`config.mk`:
```
export PLATFORM = sky130hd
export DESIGN_NAME = bus_wait_ctrl
export DESIGN_NICKNAME = d
export VERILOG_FILES = /design/src/rtl/bwc_pkg.sv /design/src/rtl/bwc_regs.sv /design/src/rtl/bwc_len.sv /design/src/rtl/bwc_timer.sv /design/src/rtl/bus_wait_ctrl.sv
export SDC_FILE = /design/constraint.sdc
export NUM_CORES = 1
export LEC_CHECK = 0
export ABC_AREA = 1
export ABC_CLOCK_PERIOD_IN_PS = 1250
export BUFFER_PORTS_ARGS = -buffer_cell sky130_fd_sc_hd__buf_2
export CAP_MARGIN = 20
export CORE_MARGIN = 1
export CORE_UTILIZATION = 43
export DETAILED_ROUTE_END_ITERATION = 8
export PLACE_DENSITY_LB_ADDON = 0.05
export REMOVE_ABC_BUFFERS = 1
export SYNTH_ARGS = -nofsm -noshare
export SYNTH_HDL_FRONTEND = slang
export SYNTH_SLANG_ARGS = --single-unit
```
`constraint.sdc`:
```
create_clock -name clk -period 1.25 [get_ports clk]
set_clock_uncertainty 0.1 [all_clocks]
set_input_delay 0.1875 -clock clk [delete_from_list [all_inputs] [get_ports clk]]
set_output_delay 0.1875 -clock clk [all_outputs]
set_load 0.005 [all_outputs]
```
`src/rtl/bwc_pkg.sv`:
```
package bwc_pkg;
    localparam int unsigned CS_N   = 4;
    localparam int unsigned LEN_W  = 2;
    localparam int unsigned AREA_W = 3;

    typedef struct packed {
        logic            gw;
        logic [CS_N-1:0] cs_fast;
        logic [CS_N-1:0] rdy_en;
        logic            guard;
    } regs_t;

    typedef struct packed {
        logic             busy;
        logic [LEN_W-1:0] cnt;
        logic             use_rdy;
        logic             err;
    } timer_t;
endpackage

```
`src/rtl/bwc_regs.sv`:
```
module bwc_regs
    import bwc_pkg::*;
#(
    parameter int unsigned ADDR_W    = 4,
    parameter int unsigned DATA_W    = 8,
    parameter int unsigned MODE_ADDR = 5,
    parameter int unsigned CSC_ADDR  = 8,
    parameter int unsigned GRD_ADDR  = 10
) (
    input  logic              clk,
    input  logic              rst_n,
    input  logic              we,
    input  logic [ADDR_W-1:0] addr,
    input  logic [DATA_W-1:0] wdata,
    output logic [DATA_W-1:0] rdata,
    output logic              gw,
    output logic [CS_N-1:0]   cs_fast,
    output logic [CS_N-1:0]   rdy_en
);
    localparam int unsigned GW_BIT  = DATA_W - 1;
    localparam int unsigned GRD_BIT = 1;
    localparam int unsigned FAST_LO = DATA_W - CS_N;

    regs_t r_d, r_q;

    always_comb begin
        r_d = r_q;
        if (we) begin
            if (addr == ADDR_W'(MODE_ADDR)) begin
                if (r_q.guard) r_d.gw = wdata[GW_BIT];
            end else if (addr == ADDR_W'(CSC_ADDR)) begin
                r_d.cs_fast = wdata[FAST_LO +: CS_N];
                r_d.rdy_en  = wdata[0 +: CS_N];
            end else if (addr == ADDR_W'(GRD_ADDR)) begin
                r_d.guard = wdata[GRD_BIT];
            end
        end
    end

    always_ff @(posedge clk or negedge rst_n) begin
        if (!rst_n) r_q <= '0;
        else        r_q <= r_d;
    end

    always_comb begin
        rdata = '0;
        if (addr == ADDR_W'(MODE_ADDR)) begin
            rdata[GW_BIT] = r_q.gw;
        end else if (addr == ADDR_W'(CSC_ADDR)) begin
            rdata[FAST_LO +: CS_N] = r_q.cs_fast;
            rdata[0 +: CS_N]       = r_q.rdy_en;
        end else if (addr == ADDR_W'(GRD_ADDR)) begin
            rdata[GRD_BIT] = r_q.guard;
        end
    end

    assign gw      = r_q.gw;
    assign cs_fast = r_q.cs_fast;
    assign rdy_en  = r_q.rdy_en;


    guard_block_chk: assert property (@(posedge clk) disable iff (!rst_n)
        (we && addr == ADDR_W'(MODE_ADDR) && !r_q.guard) |=> $stable(r_q.gw));
endmodule

```
`src/rtl/bwc_len.sv`:
```
module bwc_len
    import bwc_pkg::*;
(
    input  logic [AREA_W-1:0] area,
    input  logic              mux,
    input  logic              gw,
    input  logic [CS_N-1:0]   cs_fast,
    input  logic [CS_N-1:0]   rdy_en,
    output logic [LEN_W-1:0]  len,
    output logic              rdy_use,
    output logic              cfg_bad
);
    localparam int unsigned IDX_W = $clog2(CS_N);

    logic             is_ext;
    logic             is_fixed;
    logic [IDX_W-1:0] idx;

    assign is_ext   = area[AREA_W-1];
    assign is_fixed = (area[AREA_W-1:1] == '0);
    assign idx      = area[IDX_W-1:0];

    always_comb begin
        if (is_fixed)               len = LEN_W'(2);
        else if (is_ext && mux)     len = LEN_W'(3);
        else if (gw)                len = LEN_W'(2);
        else if (!is_ext)           len = LEN_W'(1);
        else if (cs_fast[idx])      len = LEN_W'(1);
        else                        len = LEN_W'(2);
    end

    assign rdy_use = is_ext && rdy_en[idx] && (len != LEN_W'(1));
    assign cfg_bad = is_ext && mux && cs_fast[idx];
endmodule

```
`src/rtl/bwc_timer.sv`:
```
module bwc_timer
    import bwc_pkg::*;
(
    input  logic             clk,
    input  logic             rst_n,
    input  logic             req,
    input  logic [LEN_W-1:0] len,
    input  logic             rdy_use,
    input  logic             cfg_bad,
    input  logic             rdy,
    output logic             busy,
    output logic             done,
    output logic             err
);
    timer_t t_d, t_q;
    logic   last, stall, accept;

    assign last   = t_q.busy && (t_q.cnt == LEN_W'(1));
    assign stall  = last && t_q.use_rdy && !rdy;
    assign done   = last && !stall;
    assign accept = req && (!t_q.busy || done);

    always_comb begin
        t_d = t_q;
        if (done) t_d.busy = 1'b0;
        if (accept) begin
            t_d.busy    = 1'b1;
            t_d.cnt     = len;
            t_d.use_rdy = rdy_use;
            if (cfg_bad) t_d.err = 1'b1;
        end else if (t_q.busy && !last) begin
            t_d.cnt = t_q.cnt - LEN_W'(1);
        end
    end

    always_ff @(posedge clk or negedge rst_n) begin
        if (!rst_n) t_q <= '0;
        else        t_q <= t_d;
    end

    assign busy = t_q.busy;
    assign err  = t_q.err;


    pulse_once_chk: assert property (@(posedge clk) disable iff (!rst_n)
        (done && !req) |=> !done);

    single_clk_chk: assert property (@(posedge clk) disable iff (!rst_n)
        (accept && len == LEN_W'(1)) |=> done);

    err_sticky_chk: assert property (@(posedge clk) disable iff (!rst_n)
        err |=> err);

    stall_hold_chk: assert property (@(posedge clk) disable iff (!rst_n)
        stall |=> (busy && t_q.cnt == LEN_W'(1)));
endmodule

```
`src/rtl/bus_wait_ctrl.sv`:
```
module bus_wait_ctrl
    import bwc_pkg::*;
#(
    parameter int unsigned ADDR_W    = 4,
    parameter int unsigned DATA_W    = 8,
    parameter int unsigned MODE_ADDR = 5,
    parameter int unsigned CSC_ADDR  = 8,
    parameter int unsigned GRD_ADDR  = 10
) (
    input  logic                clk,
    input  logic                rst_n,
    input  logic                reg_we,
    input  logic [ADDR_W-1:0]   reg_addr,
    input  logic [DATA_W-1:0]   reg_wdata,
    output logic [DATA_W-1:0]   reg_rdata,
    input  logic                acc_req,
    input  logic [AREA_W-1:0]   acc_area,
    input  logic                acc_mux,
    input  logic                bus_rdy,
    output logic                acc_busy,
    output logic                acc_done,
    output logic                cfg_err
);
    logic             gw;
    logic [CS_N-1:0]  cs_fast, rdy_en;
    logic [LEN_W-1:0] len;
    logic             rdy_use, cfg_bad;

    bwc_regs #(
        .ADDR_W(ADDR_W), .DATA_W(DATA_W),
        .MODE_ADDR(MODE_ADDR), .CSC_ADDR(CSC_ADDR), .GRD_ADDR(GRD_ADDR)
    ) u_regs (
        .clk(clk), .rst_n(rst_n), .we(reg_we), .addr(reg_addr),
        .wdata(reg_wdata), .rdata(reg_rdata),
        .gw(gw), .cs_fast(cs_fast), .rdy_en(rdy_en)
    );

    bwc_len u_len (
        .area(acc_area), .mux(acc_mux), .gw(gw), .cs_fast(cs_fast),
        .rdy_en(rdy_en), .len(len), .rdy_use(rdy_use), .cfg_bad(cfg_bad)
    );

    bwc_timer u_timer (
        .clk(clk), .rst_n(rst_n), .req(acc_req), .len(len),
        .rdy_use(rdy_use), .cfg_bad(cfg_bad), .rdy(bus_rdy),
        .busy(acc_busy), .done(acc_done), .err(cfg_err)
    );

    logic taken;
    assign taken = acc_req && (!acc_busy || acc_done);


    fixed_two_chk: assert property (@(posedge clk) disable iff (!rst_n)
        (taken && acc_area[AREA_W-1:1] == '0) |=> (!acc_done ##1 acc_done));

    gw_no_single_chk: assert property (@(posedge clk) disable iff (!rst_n)
        (taken && gw) |=> !acc_done);

    mux_three_chk: assert property (@(posedge clk) disable iff (!rst_n)
        (taken && acc_area[AREA_W-1] && acc_mux) |=> !acc_done ##1 !acc_done);
endmodule

```
==> results of run 1 <==
state kept, by name, indices dropped and copies added (netlist names):
name	flops
u_regs.cs_fast	4
u_regs.gw	1
u_regs.r_q	1
u_regs.rdy_en	4
u_timer.busy	1
u_timer.err	1
u_timer.t_q	3
power groups by stage:
stage / logic [mW] / registers (mW) / clock network (mW)
after floorplan: 0.406 / 0.710 / 0
after global placement: 0.635 / 0.716 / 0
after detailed placement: 0.664 / 0.725 / 0
after CTS: 1.00 / 0.735 / 0.302
after global routing: 1.20 / 0.761 / 0.319
final: 1.11 / 0.749 / 0.282
synth_stat cells:
library cell	number	area [µm²]
inv_1	18	67.6
dfrtp_1	15	375
a21oi_2	6	52.6
a21oi_1	5	25.0
o21ai_0	7	35.0
or2_2	1	6.26
nand3b_1	1	7.51
ha_1	1	12.5
nor3b_1	1	7.51
o21ai_2	2	17.5
o21bai_1	1	7.51
nand2_1	28	105
nand2_2	1	6.26
o21ai_1	1	5.00
nor2_1	19	71.3
nor3_4	1	16.3
o21a_1	1	7.51
nand3_2	1	10.0
buf_6	1	11.3
nand3_1	4	20.0
inv_2	1	3.75
per-layer routing:
| metal | track usage [%] | up-vias | part of all wire, % |
|---|---|---|---|
| met5 | 0 | - | 0 |
| met4 | 10.3 | 0 | 1.0 |
| met3 | 4.62 | 4 | 2.9 |
| met2 | 33.1 | 21 | 52 |
| met1 | 25.4 | 392 | 44 |
| li1 | - | 460 | - |
final cells by class:
cell class                 instances  area (µm²)  area share (%)
clock buffer                       3        22.5            1.75
tap                               25        31.3            2.44
clock inverter                     1        5.00           0.390
sequential                        15         375            29.2
inverter                          19        73.8            5.75
multi-input combinational         81         489            38.1
timing repair buffer              44         287            22.3
critical path, cell delays in order, from the launching register on:
cell	delay [ps]
dfrtp_1	400
inv_2	80
ha_4	140
nand2_4	50
nor2_1	70
buf_2	110
logic make-up after synthesis:
group	after synthesis	share of synthesized area (%)
AO/OA/AOI/OAI	23	17.2
AND/OR/NAND/NOR	57	28.7
adder cells (fa/ha/maj)	1	1.44
buffers and inverters	20	9.48
flip-flops	15	43.1
how the worst max path moves through the flow:
stage | depth (start not counted) | endpoint | startpoint
after floorplan | 5 | u_timer.t_q[2]$_DFFE_PN0P_ | u_timer.t_q[2]$_DFFE_PN0P_
after global placement | 5 | u_timer.t_q[2]$_DFFE_PN0P_ | u_timer.t_q[2]$_DFFE_PN0P_
after detailed placement | 5 | u_timer.t_q[2]$_DFFE_PN0P_ | u_timer.t_q[2]$_DFFE_PN0P_
after CTS | 5 | acc_done | u_timer.t_q[3]$_DFFE_PN0P_
after global routing | 5 | acc_done | u_timer.t_q[3]$_DFFE_PN0P_
final | 5 | acc_done | u_timer.t_q[3]$_DFFE_PN0P_
repair_timing:
item,in CTS,in global routing
buffers inserted,5,2
hold endpoints to repair,15,0
resized for setup,22,12
endpoints found under the setup margin,13,13
hold buffers,1,0
gates cloned,0,0
pin swaps,10,9
metrics by stage:
step                TNS, ps  setup WS (ps)  util [%]  instance area [µm²]
floorplan              -136          -92.7         -                  860
global placement       -242          -94.5      60.2                 1100
detailed placement     -553           -133      60.2                 1100
CTS                    -659           -188      68.3                 1240
global route          -1120           -256      70.5                 1280
finish                 -764           -186      70.5                 1280
==> metrics, run 1 <==
status finished with violations; failing checks setup timing; fin worst setup slack -186 ps; clock power share a little over an eighth; Initial Util between 40% and 50%; Mapped Cells approximately 120; final setup fails 5; Root Driver clkbuf_4; core region area around 1800 µm²; commonest non-fill, non-tap cell in the layout buf_2; FF+latch count, synth 15; Worst Hold Slack ~36 ps; DRT Wirelength between 2 and 2.5 mm; share of layout cells above drive strength 1 a little over 50%; drt via density about 4.7; Tmin final around 1400 ps; Hold Crit Start reg_wdata[2]; critical path class reg2out; R2R setup slack -170 ps; combinational power share 51.8%; Hold Crit Class in2reg; synth warn 0; fill count 171; vias in the first global route just under 800; Cell variety after synth 21; Hold Path Sink u_regs.rdy_en[2]$_DFFE_PN0P_; worst relative slew slack about three quarters; Synth Cell Area just under 900 µm²; R2R Path Start u_timer.t_q[3]$_DFFE_PN0P_; worst flop-to-flop path endpoint u_timer.t_q[3]$_DFFE_PN0P_; height of the die ~47 µm; Worst EP arrival around 1200 ps; # nets final between 150 and 200; clock-pin slew of the registers on the worst-case setup and hold paths roughly 90 ps; Worst setup EP type output pin; leakage around 0.69 nW; power per cell area 1670 nW/µm²; Flop pwr share between 30% and 40%; IO Count 32; global-route wire length before repair 3.09 mm; FF-to-FF path depth 9; IO buf count 31; Worst Max-Slew Pin Slew between 300 and 400 ps; Clock Sinks 15; Pre-Repair DR Iteration Count 4; Num CTS Buffers 3; unrepaired setup endpoints after global routing true; die width approximately 47 µm; clk_lat worst skew between 200 and 300 ps; FP Rows 15; Total GRT Usage 20.4%; crit share post-route 115%; Worst VDD drop slightly below 800 µV; grt total ovfl 0; NetSw ~0.8 mW; Setup crit start kind flip-flop; initial antenna violation count 0; max-slew violation count 0; WL/cell 11.0 µm; crit-path max FO 2; final std cells w/o fill approximately 190; placed instance count approximately 180; Net Sw Frac a little under two fifths; total of max-cap violations 0; most frequent cells in the layout buf_2, nand2_1, nor2_1; die area between 2000 and 2500 µm²; Cells on Worst Hold Path 3; ant diodes 0; syn_area_per_cell roughly 7.5 µm²; final antenna-violating net count 0; fmax around 0.7 GHz; worst path required time around 960 ps; CTS tree built; Longest Clk Path Bufs 2; DP Wirelength about 1.5 mm; routability cong. between 0.7 and 0.8; Vias between 800 and 900; largest net degree at the start of global routing 16; # DRC 0; initial DRC count 13; Seq/Total Area, Yosys 43.1%; Int Pwr approximately 1.3 mW; Tot Pwr 2.14 mW; Layout area overhead 47.4%; Fin. Hold Viols 0; total number of H-tree levels 1
(Power assumes the default switching activity.)
==> run 2, diff against run 1 <==
Settings changed: CORE_UTILIZATION 43 to 45, SYNTH_HIERARCHICAL from default to 1.
==> run 2 against run 1 <==
  * The run still ends with setup timing left
  * Combinational power shrank 18%
  * Register-to-register slack better by 70 ps
  * Area after synthesis rose by 20%
  * Final cell count increased by 16%
  * Global-route usage shrank 0.91 points
  * Sequential cell count stayed put
  * Worst setup slack worse by 7.7 ps
  * Critical endpoint unchanged
  * Largest cell class unchanged
==> metrics, run 2 <==
Placement Setup Slack -45.1 ps (was -133 ps); CTS tree built (unchanged); worst relative slew slack 75.8% (was 76.9%); Mapped Cells 150 (was 116); Initial Util 47.4% (was 47.8%); R2R setup slack -100 ps (was -170 ps); cell depth of the worst setup path 6 (was 5); Tmin final 1440 ps (about the same); max-slew violation count 0 (unchanged); largest net degree at the start of global routing 17 (was 16); FF+latch count, synth 15 (unchanged); IO buf count 31 (unchanged); Worst setup EP type output pin (unchanged); IO Count 32 (unchanged); critical path cell sequence ha_4 -> nand2_2 -> inv_2 -> nand2_2 -> inv_2 -> buf_6 (was inv_2 -> ha_4 -> nand2_4 -> nor2_1 -> buf_2); clock-pin slew of the registers on the worst-case setup and hold paths 100 ps (was 90 ps); Synth top area share 35.8% (was 43.1%); post-synth top area cell dfrtp_1 (unchanged); final setup fails 7 (was 5); fin worst setup slack -193 ps (was -186 ps); Setup crit start kind flip-flop (unchanged); final antenna-violating net count 0 (unchanged); commonest non-fill, non-tap cell in the layout nand2_1 (was buf_2); Seq/Total Area, Yosys 35.8% (was 43.1%); WP buf/inv 3 (was 2); Worst VDD drop 954 µV (was 779 µV); initial antenna violation count 0 (unchanged); FP Rows 17 (was 15); register area 377 µm² (was 375 µm²); Pre-Repair DR Iteration Count 4 (unchanged); height of the die 50.3 µm (was 47 µm); critical path class reg2out (unchanged); grt total ovfl 0 (unchanged); syn_area_per_cell 6.99 µm² (was 7.51 µm²); routability cong. 0.767 (was 0.774); dominant cells by area after synthesis dfrtp_1, nand2_1, inv_1 (was dfrtp_1, nand2_1, nor2_1); status finished with violations (unchanged); final std cells w/o fill 219 (was 188); crit share post-route 115% (about the same); Clock Sinks 15 (unchanged); die area 2530 µm² (was 2210 µm²); Worst Max-Slew Pin Slew 363 ps (was 346 ps); worst path required time 960 ps (about the same); clk_lat worst skew 280 ps (about the same); WL/cell 9.78 µm (was 11.0 µm); ant diodes 0 (unchanged); failing checks setup timing (unchanged); core region area 2210 µm² (was 1820 µm²); Fin. Hold Viols 0 (unchanged); global-route wire length before repair 3.70 mm (was 3.09 mm); drt via density 4.49 (was 4.66); placed instance count 205 (was 176); fmax 0.693 GHz (was 0.697 GHz); Root Driver clkbuf_4 (unchanged); Cells on Worst Hold Path 3 (unchanged); most frequent cells in the layout nand2_1, buf_2, inv_1 (was buf_2, nand2_1, nor2_1); list of most frequent post-synthesis cells nand2_1, inv_1, dfrtp_1 (was nand2_1, nor2_1, inv_1); fill count 213 (was 171); crit-path max FO 2 (unchanged); # nets final 214 (was 186); FF-to-FF path depth 10 (was 9); die width 50.3 µm (was 47 µm); DP Wirelength 1.59 mm (was 1.48 mm); Multi-input gate area 507 µm² (was 489 µm²); total of max-cap violations 0 (unchanged); leakage 0.800 nW (was 0.686 nW); share of layout cells above drive strength 1 42.4% (was 50.3%); synth warn 6 (was 0); total number of H-tree levels 1 (unchanged); Hold Crit Class in2reg (unchanged); Num CTS Buffers 3 (unchanged); count leader, synth nand2_1 (unchanged); Cell variety after synth 18 (was 21); CP top delay family flip-flops (unchanged); power per cell area 1410 nW/µm² (was 1670 nW/µm²); unrepaired setup endpoints after global routing true (unchanged); Layout area overhead 29.1% (was 47.4%); vias in the first global route 908 (was 787); Primary FF master, synth dfrtp_1 (unchanged); delay of the slowest critical-path stage 420 ps (was 400 ps); Vias 983 (was 877); slowest cell on the critical path dfrtp_1 (unchanged); Worst EP arrival 1160 ps (was 1150 ps); Synth Cell Area 1050 µm² (was 871 µm²); initial DRC count 14 (was 13); Total GRT Usage 19.5% (was 20.4%); DRT Wirelength 2.14 mm (was 2.07 mm); FFs w/ async S/R, synth 100% (unchanged); # DRC 0 (unchanged); Longest Clk Path Bufs 2 (unchanged); Post-synth EDFFs 0 (unchanged)
-- run 2: cell types whose count changed after synthesis, moves of 3 or more --
| cell | before | now |
|---|---|---|
| buf_4 | 0 | 8 |
| a21oi_2 | 6 | 0 |
| o21ai_2 | 2 | 8 |
| a21oi_1 | 5 | 2 |
| nand2_1 | 28 | 48 |
| inv_1 | 18 | 32 |
| nor2_1 | 19 | 12 |
| nand2_2 | 1 | 5 |
| o21ai_0 | 7 | 3 |
| nand3_1 | 4 | 7 |
-- run 2: layer usage --
layer | track usage [%] | up-vias | part of all wire [%] | routed length [µm]
met5 | 0 | - | 0 | 0
met4 | 8.57 | 0 | 0.65 | 14
met3 | 2.73 | 2 | 4.2 | 89
met2 | 33.6 | 25 | 50 | 1080
met1 | 23.8 | 433 | 45 | 960
li1 | - | 523 | - | -
-- run 2: per-stage QoR --
stage / cell area, µm² / power, mW / hold WS, ps / TNS, ps / utilization (%)
after floorplan: 977 / 1.16 / -208 / 0 / -
after detailed placement: 1200 / 1.40 / 27.3 / -93.2 / 54.5
after global placement: 1200 / 1.38 / 18.2 / -34.7 / 54.5
after global routing: 1350 / 2.10 / 44.3 / -1330 / 61.2
after CTS: 1300 / 1.83 / 27.3 / -788 / 58.9
final: 1350 / 1.91 / 33.1 / -590 / 61.2
-- run 2: logic make-up after synthesis --
family / after synthesis / synth area share [%]
adder cells (fa/ha/maj): 1 / 1.19
AO/OA/AOI/OAI: 14 / 10.1
flip-flops: 15 / 35.8
AND/OR/NAND/NOR: 78 / 34.2
buffers and inverters: 42 / 18.6
-- run 2: final timing paths --
path                                       startpoint                            to
max in group asynchronous                       rst_n      u_timer/busy$_DFFE_PN0P_
max reg2reg                u_timer/t_q[2]$_DFFE_PN0P_    u_timer/t_q[2]$_DFFE_PN0P_
min reg2reg                   u_timer/err$_DFFE_PN0P_       u_timer/err$_DFFE_PN0P_
min                                      reg_wdata[2]  u_regs/rdy_en[2]$_DFFE_PN0P_
max                        u_timer/t_q[2]$_DFFE_PN0P_                      acc_done
min in group asynchronous                       rst_n  u_regs/rdy_en[0]$_DFFE_PN0P_
-- run 2: power breakdown --
part | switching (mW) | internal (mW)
logic | 0.451 | 0.454
clock network | 0.168 | 0.119
registers | 0.106 | 0.614
total | 0.725 | 1.19
-- run 2: final cells by class --
type	instances	share of cell area [%]
multi-input combinational	93	37.4
sequential	15	27.8
timing repair buffer	46	21.0
inverter	33	9.15
tap	28	2.59
clock buffer	3	1.66
clock inverter	1	0.370
-- run 2: tightest hold or removal path: cells and delay by family --
kind,cells,cell delay (ps)
compound gates,1,50
buf+inv,2,140
-- run 2: repair_timing --
| action | CTS | global route |
|---|---|---|
| setup endpoints to repair | 9 | 14 |
| resized for setup | 8 | 9 |
| buffers inserted | 5 | 4 |
| pin swaps | 4 | 8 |
| hold buffers | 1 | 0 |
| endpoints found under the hold margin | 15 | 0 |
==> run 3, diff against run 2 <==
Settings changed: CORE_UTILIZATION 45 to 47, CTS_BUF_LIST from default to sky130_fd_sc_hd__clkbuf_2 sky130_fd_sc_hd__clkbuf_4 sky130_fd_sc_hd__clkbuf_8, SKIP_LAST_GASP from default to 1.
==> run 3 against run 2 <==
  * Non-clock buffer count shrank 7
  * Utilization up 5.1 points
  * Largest cell class unchanged
  * Via count is 1.9% lower
  * Worst setup slack better by 1.7 ps
  * The run still ends with setup timing left
  * Global-route usage up 0.21 points
  * Clock-buffer cell count up 1
==> metrics, run 3 (synthesized netlist as in run 2, its figures left out) <==
slowest cell on the critical path dfrtp_1 (unchanged); Worst setup EP type output pin (unchanged); Net Sw Frac 38.2% (was 37.9%); critical path class reg2out (unchanged); Hold Crit Class in2reg (unchanged); status finished with violations (unchanged); global-route wire length before repair 3.72 mm (was 3.70 mm); GR peak layer met2 (unchanged); Worst Max-Slew Pin Slew 337 ps (was 363 ps); FP Rows 16 (was 17); crit-path max FO 2 (unchanged); commonest non-fill, non-tap cell in the layout nand2_1 (unchanged); Worst EP arrival 1150 ps (was 1160 ps); Fin. Hold Viols 0 (unchanged); Longest Clk Path Bufs 2 (unchanged); clock power share 14.9% (was 15.0%); fmax 0.694 GHz (was 0.693 GHz); share of layout cells above drive strength 1 41.3% (was 42.4%); CTS tree built (unchanged); final setup fails 8 (was 7); met2 usage 37.2% (was 33.6%); DRT Wirelength 2.08 mm (was 2.14 mm); met1 usage 21.6% (was 23.8%); grt total ovfl 0 (unchanged); clock-pin slew of the registers on the worst-case setup and hold paths 90 ps (was 100 ps); most frequent cells in the layout nand2_1, buf_2, inv_1 (unchanged); Worst VDD drop 777 µV (was 954 µV); Num CTS Buffers 3 (unchanged); post-route setup TNS -871 ps (was -590 ps); Placement Setup Slack -69.3 ps (was -45.1 ps); die width 49.2 µm (was 50.3 µm); critical path cell sequence ha_4 -> nand2_2 -> inv_2 -> nand2_2 -> inv_1 -> buf_2 (was ha_4 -> nand2_2 -> inv_2 -> nand2_2 -> inv_2 -> buf_6); delay of the slowest critical-path stage 420 ps (about the same); worst path required time 960 ps (about the same); Root Driver clkbuf_4 (unchanged); Total GRT Usage 19.7% (was 19.5%); power per cell area 1440 nW/µm² (was 1410 nW/µm²); final cell utilization of the core 66.3% (was 61.2%); fin worst setup slack -192 ps (was -193 ps); total number of H-tree levels 1 (unchanged); crit share post-route 115% (about the same); R2R setup slack -170 ps (was -100 ps); Clock Sinks 15 (unchanged); die area 2420 µm² (was 2530 µm²); ant diodes 0 (unchanged); Setup crit start kind flip-flop (unchanged); clk_lat worst skew 270 ps (was 280 ps); final antenna-violating net count 0 (unchanged); unrepaired setup endpoints after global routing true (unchanged); failing checks setup timing (unchanged); # DRC 0 (unchanged); # nets final 207 (was 214); max-slew violation count 0 (unchanged); height of the die 49.2 µm (was 50.3 µm); IO Count 32 (unchanged); Pre-Repair DR Iteration Count 3 (was 4); Worst Hold Slack 48.5 ps (was 33.1 ps); DP Wirelength 1.58 mm (was 1.59 mm); Int Pwr 1.20 mW (was 1.19 mW); initial DRC count 9 (was 14); core region area 2020 µm² (was 2210 µm²); worst relative slew slack 77.5% (was 75.8%); CP dominant cell by count nand2_2; drt via density 4.57 (was 4.49); Layout area overhead 27.8% (was 29.1%); NetSw 0.739 mW (was 0.725 mW); Vias 964 (was 983); Flop pwr share 38.0% (was 37.7%); Initial Util 51.9% (was 47.4%); Tmin final 1440 ps (about the same); IO buf count 31 (unchanged); routability cong. 0.806 (was 0.767); initial antenna violation count 0 (unchanged); routing usage on met3 2.80% (was 2.73%); Tot Pwr 1.94 mW (was 1.91 mW); leakage 0.788 nW (was 0.800 nW); vias in the first global route 961 (was 908); combinational power share 47.1% (was 47.3%); WL/cell 9.83 µm (was 9.78 µm); total of max-cap violations 0 (unchanged); largest net degree at the start of global routing 17 (unchanged)
==> run 3: cell count changes in the layout (fill, tap and decap cells not counted) <==
cell	before	now
nand2_4	0	3
buf_12	0	1
buf_2	30	31
nand2_2	8	7
clkinv_2	1	0
buf_4	12	3
a21oi_4	0	1
a21oi_2	1	0
clkbuf_4	3	4
nand2_1	45	43
==> run 3: path summary, 6_finish.rpt <==
kind,cells past startpoint,to,startpoint
max in group asynchronous,2,u_timer/busy$_DFFE_PN0P_,rst_n
worst max register to register,11,u_timer/t_q[2]$_DFFE_PN0P_,u_timer/t_q[2]$_DFFE_PN0P_
worst min-delay path,3,u_regs/cs_fast[2]$_DFFE_PN0P_,reg_wdata[6]
worst min register to register,2,u_timer/err$_DFFE_PN0P_,u_timer/err$_DFFE_PN0P_
worst max-delay path,6,acc_done,u_timer/t_q[2]$_DFFE_PN0P_
min in group asynchronous,2,u_timer/t_q[2]$_DFFE_PN0P_,rst_n
==> run 3: repair_timing <==
item | 4_1_cts | 5_1_grt
pin swaps | 1 | 7
endpoints found under the setup margin | 12 | 14
cloned | 0 | 0
gates resized for setup | 7 | 16
setup buffers | 2 | 1
hold endpoints to repair | 15 | 0
hold buffers | 1 | 0
==> run 3: per-layer routing <==
layer	routed length, µm	vias up	share of wire (%)
met5	0	-	0
met4	13	0	0.63
met3	73	2	3.5
met2	1120	18	54
met1	867	432	42
li1	-	512	-
==> run 3: final cells by class <==
| type | count | area, µm² |
|---|---|---|
| Timing Repair Buffer | 39 | 241 |
| Clock buffer | 4 | 30.0 |
| Sequential cell | 15 | 377 |
| Multi-Input combinational cell | 93 | 534 |
| Fill cell | 171 | 682 |
| Inverter | 33 | 124 |
| Tap cell | 27 | 33.8 |
==> run 3: per-stage QoR <==
stage	cells	area, µm²
finish	211	1340
global route	211	1340
CTS	210	1280
detailed placement	203	1210
global placement	203	1210
floorplan	141	977
==> run 3: power by group through the flow <==
| stage | sequential (mW) | combinational (mW) | clock (mW) |
|---|---|---|---|
| final | 0.736 | 0.912 | 0.287 |
| after global routing | 0.758 | 1.04 | 0.325 |
| after CTS | 0.706 | 0.745 | 0.302 |
| after detailed placement | 0.711 | 0.683 | 0 |
| after global placement | 0.707 | 0.658 | 0 |
| after floorplan | 0.696 | 0.469 | 0 |
==> run 3: critical path, delay by kind of cell, from the launching register on <==
family / cells / cell delay [ps]
flops: 1 / 420
buf+inv: 3 / 170
simple gates: 2 / 100
fa+ha+maj: 1 / 180
